===== src/rtl/vint_pkg.sv =====
package vint_pkg;
    localparam int NSRC  = 12;
    localparam int NFLAG = 14;
    localparam int NGRP  = NSRC / 2;
    localparam int LW    = 2;
    localparam int NLVL  = 1 << LW;
    localparam int VW    = 16;
    localparam int SW    = $clog2(NSRC);

    // flags that hardware clears on vectoring: ext0, t0, ext1, t1, ext3..ext6
    localparam logic [NFLAG-1:0] AUTO_CLR = 14'b11_1100_0000_1111;

    typedef logic [LW-1:0] lvl_t;

    typedef struct packed {
        logic          valid;
        logic [SW-1:0] src;
        lvl_t          lvl;
    } win_t;

    function automatic logic [VW-1:0] vec_of(input logic [SW-1:0] s);
        if (s < SW'(NGRP))
            return VW'(16'h0003) + (VW'(s) << 3);
        else
            return VW'(16'h0043) + (VW'(s - SW'(NGRP)) << 3);
    endfunction

    // polling rank -> source: even ranks take the group's first member
    function automatic int src_of_rank(input int r);
        return (r % 2 == 1) ? (r / 2 + NGRP) : (r / 2);
    endfunction

    function automatic logic [NFLAG-1:0] flags_of_src(input int s);
        logic [NFLAG-1:0] m;
        m = '0;
        if (s < 4)       m[s] = 1'b1;
        else if (s == 4) m[5:4] = 2'b11;
        else if (s == 5) m[7:6] = 2'b11;
        else             m[s + 2] = 1'b1;
        return m;
    endfunction
endpackage


===== src/rtl/vint_src_mask.sv =====
module vint_src_mask
    import vint_pkg::*;
(
    input  logic [NFLAG-1:0] flag_i,
    input  logic [NSRC-1:0]  en_i,
    input  logic             glob_i,
    output logic [NSRC-1:0]  pend_o
);
    for (genvar s = 0; s < NSRC; s++) begin : g_src
        localparam logic [NFLAG-1:0] SEL = flags_of_src(s);
        assign pend_o[s] = glob_i & en_i[s] & (|(flag_i & SEL));
    end
endmodule


===== src/rtl/vint_arbiter.sv =====
module vint_arbiter
    import vint_pkg::*;
(
    input  logic [NSRC-1:0] pend_i,
    input  logic [NGRP-1:0] prio_lo_i,
    input  logic [NGRP-1:0] prio_hi_i,
    input  logic [LW:0]     ceil_i,
    output win_t            win_o
);
    always_comb begin
        win_t w;
        w = '0;
        for (int r = 0; r < NSRC; r++) begin
            int   s;
            lvl_t l;
            s = src_of_rank(r);
            l = {prio_hi_i[s % NGRP], prio_lo_i[s % NGRP]};
            if (pend_i[s] && ((LW+1)'(l) + 1'b1 > ceil_i)
                && (!w.valid || l > w.lvl)) begin
                w.valid = 1'b1;
                w.src   = SW'(s);
                w.lvl   = l;
            end
        end
        win_o = w;
    end
endmodule


===== src/rtl/vint_level_track.sv =====
module vint_level_track
    import vint_pkg::*;
(
    input  logic            clk,
    input  logic            rst,
    input  logic            set_i,
    input  lvl_t            set_lvl_i,
    input  logic            pop_i,
    output logic [NLVL-1:0] insvc_o,
    output logic [LW:0]     ceil_o
);
    logic [NLVL-1:0] act_q;
    logic [NLVL-1:0] top_m;

    always_comb begin
        ceil_o = '0;
        top_m  = '0;
        for (int i = 0; i < NLVL; i++) begin
            if (act_q[i]) begin
                ceil_o = (LW+1)'(i + 1);
                top_m  = '0;
                top_m[i] = 1'b1;
            end
        end
    end

    always_ff @(posedge clk) begin
        if (rst) begin
            act_q <= '0;
        end else begin
            act_q <= (act_q & ~(pop_i ? top_m : '0))
                   | (set_i ? (NLVL'(1) << set_lvl_i) : '0);
        end
    end

    assign insvc_o = act_q;
endmodule


===== src/rtl/vint_ctrl.sv =====
module vint_ctrl
    import vint_pkg::*;
(
    input  logic             clk,
    input  logic             rst,
    input  logic [13:0]      flag_i,
    input  logic [11:0]      src_en_i,
    input  logic             glob_en_i,
    input  logic [5:0]       prio_lo_i,
    input  logic [5:0]       prio_hi_i,
    input  logic             ack_i,
    input  logic             reti_i,
    output logic             irq_o,
    output logic [15:0]      vec_o,
    output logic [3:0]       insvc_o,
    output logic [13:0]      flag_clr_o
);
    logic [NSRC-1:0]  pend;
    logic [LW:0]      ceil;
    win_t             win;
    logic             irq_q;
    logic [VW-1:0]    vec_q;
    lvl_t             lvl_q;
    logic [SW-1:0]    src_q;
    logic [NFLAG-1:0] clr_q;
    logic             take;

    assign take = ack_i & irq_q;

    vint_src_mask u_mask (
        .flag_i (flag_i),
        .en_i   (src_en_i),
        .glob_i (glob_en_i),
        .pend_o (pend)
    );

    vint_arbiter u_arb (
        .pend_i    (pend),
        .prio_lo_i (prio_lo_i),
        .prio_hi_i (prio_hi_i),
        .ceil_i    (ceil),
        .win_o     (win)
    );

    vint_level_track u_lvl (
        .clk       (clk),
        .rst       (rst),
        .set_i     (take),
        .set_lvl_i (lvl_q),
        .pop_i     (reti_i),
        .insvc_o   (insvc_o),
        .ceil_o    (ceil)
    );

    always_ff @(posedge clk) begin
        if (rst) begin
            irq_q <= 1'b0;
            vec_q <= '0;
            lvl_q <= '0;
            src_q <= '0;
            clr_q <= '0;
        end else begin
            clr_q <= '0;
            if (take) begin
                irq_q <= 1'b0;
                clr_q <= flags_of_src(int'(src_q)) & AUTO_CLR;
            end else begin
                irq_q <= win.valid;
                vec_q <= vec_of(win.src);
                lvl_q <= win.lvl;
                src_q <= win.src;
            end
        end
    end

    assign irq_o      = irq_q;
    assign vec_o      = vec_q;
    assign flag_clr_o = clr_q;
endmodule


===== config.mk =====
export PLATFORM = sky130hd
export DESIGN_NAME = vint_ctrl
export DESIGN_NICKNAME = d
export VERILOG_FILES = /design/src/rtl/vint_pkg.sv /design/src/rtl/vint_src_mask.sv /design/src/rtl/vint_arbiter.sv /design/src/rtl/vint_level_track.sv /design/src/rtl/vint_ctrl.sv
export SDC_FILE = /design/constraint.sdc
export NUM_CORES = 1
export LEC_CHECK = 0
export BUFFER_PORTS_ARGS = -buffer_cell sky130_fd_sc_hd__buf_4
export CAP_MARGIN = 20
export CORE_MARGIN = 3
export CORE_UTILIZATION = 50
export CTS_CLUSTER_SIZE = 20
export DETAILED_ROUTE_END_ITERATION = 12
export HOLD_SLACK_MARGIN = 0.03
export PLACE_DENSITY = 0.8
export SLEW_MARGIN = 10
export SYNTH_ARGS = -nofsm -noshare
export SYNTH_HDL_FRONTEND = slang
export SYNTH_SLANG_ARGS = --single-unit

===== constraint.sdc =====
create_clock -name clk -period 17.9 [get_ports clk]
set_input_delay 2.685 -clock clk [delete_from_list [all_inputs] [get_ports clk]]
set_output_delay 2.685 -clock clk [all_outputs]
set_load 0.02 [all_outputs]

==> metrics.csv <==
stage;metric;value;unit
critical_path;slowest_delay;0.39;ns
sta;finalSetupViolCount;0;
floorplanning;rows;26;
critical_path;critPathMaxFanout;7;
detailed_routing;routed_wl;7.281;mm
pwr;p_leak;1.497;nW
synthesis;synth_top_area_share;17.81;%
sta;hold_viol_final;0;
cts;root_buffer;clkbuf_8;
synthesis;ys_warn_count;0;
final_layout;antenna_cells;0;
sta;drv_slew;0;
detailed_routing;wl_per_cell;14.74;microns
critical_path;endpoint_kind;flip-flop;
detailed_routing;drt_pass1_iterations;5;
final_layout;final_area;0.003371;sq mm
floorplanning;die_x;80.97;microns
detailed_routing;drt_iter0_markers;207;
synthesis;synth_top_cells_by_area;dfxtp_1 18%, ha_1 13%, nor2_1 5.5%, a21oi_1 4.8%, buf_4 4.5%;
final_layout;nets;497;
synthesis;synth_seq_cells;25;
detailed_routing;drt-vias-per-instance;5.960;
global_routing;antenna_found_initial;0;
synthesis;yosysSeqAreaShare;17.81;%
synthesis;synth.avg_cell_area;7.678;sq um
cts;clkLatencyLatePin;0.26;ns
global_routing;grt_max_degree;19;
detailed_routing;drc;0;
critical_path;cp.arrival;17.08;ns
sta;max_freq;59.12;MHz
placement;dp_hpwl;5.962;mm
sta;slew_headroom;62.90;%
critical_path;critPathBufInv;3;
cts;clk_pin_slew;0.08;ns
floorplanning;fp.coreArea;0.005270;sq mm
cts;cts_buffers;3;
cts;cts_buffer_depth;2;
critical_path;r2r_cells;70;
final_layout;layout-drive-gt1-share;25.47;%
cts;cts_sinks;25;
floorplanning;fp.dieH;80.97;microns
critical_path;cp_top_family;compound AO/OA/AOI/OAI gates;
placement;routabilityCongestion;0.9482;
detailed_routing;ant_nets;0;
synthesis;ys.flop_type;dfxtp_1;
floorplanning;ioPinCount;78;
critical_path;crit_top_cell;ha_1;
outcome;status;completed;
synthesis;synthCells;366;
synthesis;synth.most_common_cell;nor2_1;
global_routing;grt_pass1_vias;2682;
final_layout;num-fill-cells;503;
critical_path;critical_path_class;in -> reg;
sta;min_period;16.91;ns
synthesis;synth_cell_types;71;
critical_path;cpMaxStageDelayCell;or3_1;
final_layout;area_delta_synth_final;19.95;%
global_routing;grt_pass1_wl;11.73;mm
pwr;p_total;201.5;uW
critical_path;start_kind;input port;
synthesis;synth-edff-count;0;
pwr;p_per_area;59.78;mW/mm^2
sta;tightest_slew;0.5539;ns
critical_path;critPathRequiredTime;18.06;ns
run;maxCapViolations;0;
synthesis;synth_area_leader_cell;dfxtp_1;
synthesis;synth_commonest_cells;41 x nor2_1, 34 x nand2_1, 29 x ha_1, 27 x a21oi_1, 25 x dfxtp_1;
global_routing;grt_use_total;21.78;%
floorplanning;initial_core_util;53.32;%
synthesis;async_reset_ff_share;0;%
cts;tritoncts;yes;
global_routing;grt_overflow;0;
floorplanning;die_area;0.006556;sq mm
detailed_routing;vias;2944;
sta;period_share;94.50;%
min_path;hold_depth;1;
min_path;hold_class;reg -> reg;
critical_path;crit_cells;71;
sta;finalClockSkew;0.006122;ns
synthesis;syn_area;0.002810;sq mm
pwr;ir_drop;0.03635;mV
placement;placed_cell_area;0.003278;sq mm
cts;cts.htree.levels;1;
placement;portBuffers;70;
==> cells in the final DEF, fill, tap and decap left out, types with 4 or more instances in the layout <==
master	Yosys	routed
a211oi_1	7	7
a21o_1	6	6
a21oi_1	27	24
a21oi_2	1	4
a311oi_1	6	6
a31oi_1	5	5
and2_1	8	8
buf_4	17	73
conb_1	1	7
dfxtp_1	25	25
ha_1	29	29
inv_1	16	16
nand2_1	34	34
nand2b_1	4	4
nor2_1	41	38
nor2_2	1	4
nor2b_1	8	8
nor3_1	11	11
nor4_1	5	5
o2111ai_1	4	4
o211ai_1	7	7
o21ai_0	21	20
or2_2	4	4
==> sequential cells by signal, indices dropped and copies added (netlist names) <==
register and count:
flag_clr_o 8, vec_o 6, src_q 4, u_lvl.insvc_o 4
lvl_q 2, irq_o 1
==> what timing repair did <==
| action | 4_1_cts | 5_1_grt |
|---|---|---|
| setup endpoints to repair | 0 | 5 |
| hold endpoints to repair | 0 | 0 |
| hold buffers | 0 | 0 |
| setup buffers | 0 | 3 |
| resized for setup | 0 | 8 |
==> final timing paths <==
check | to | slack [ns] | from
max reg2reg | vec_o[4] | 2.82 | u_lvl.insvc_o[3]
min reg2reg | flag_clr_o[12] | 0.46 | src_q[0]
max | vec_o[4] | 0.99 | prio_lo_i[0]
min | flag_clr_o[12] | 0.46 | src_q[0]
==> cell families after synthesis <==
group | share of synthesized area, %
compound gates | 31.75
xor+xnor | 0.3117
fa+ha+maj | 13.62
buf+inv | 8.103
flops | 17.81
mux | 3.962
other cells | 0.1334
simple gates | 24.31
==> metrics by stage <==
stage | setup slack [ns] | setup TNS, ns | hold slack, ns | std cells | utilization, %
global placement | 0.5021 | 0 | 0.4449 | 487 | 62.20
global route | -0.1147 | -0.2291 | 0.5079 | 494 | 63.96
CTS | 0.3988 | 0 | 0.4663 | 491 | 63.06
detailed placement | 0.1430 | 0 | 0.4474 | 487 | 62.20
finish | 0.9851 | 0 | 0.4624 | 494 | 63.96
floorplan | 1.633 | 0 | 0.4263 | 372 | -
==> routing by layer <==
metal | up-vias | share of wire, % | track usage [%]
met5 | - | 0 | 0
met4 | 0 | 0.45 | 4.392
met3 | 4 | 7.7 | 2.550
met2 | 120 | 48 | 37.68
met1 | 1362 | 44 | 29.05
li1 | 1458 | - | -
==> power breakdown <==
part           switching [mW]  internal, mW
Clock                  0.0160        0.0159
Combinational          0.0582        0.0460
Sequential            0.00500        0.0604
Total                  0.0792         0.122
==> worst register-to-register path, delay by kind of cell, from the launching register on <==
kind	cells	cell delay, ns
AOI/OAI and AO/OA	27	5.19
adders and majority gates	15	4.29
buffers and inverters	3	0.45
and+or+nand+nor	19	2.58
muxes	6	1.97
DFF	1	0.54
==> area by class of cell <==
type | instances | area, sq um | area share (%)
sequential | 25 | 500.5 | 14.85
clock buffer | 4 | 45.04 | 1.336
timing repair buffer | 73 | 548.0 | 16.26
multi-input combinational | 306 | 2130 | 63.18
tap | 70 | 87.58 | 2.598
inverter | 16 | 60.06 | 1.782
Power figures use the tool's default switching activity.
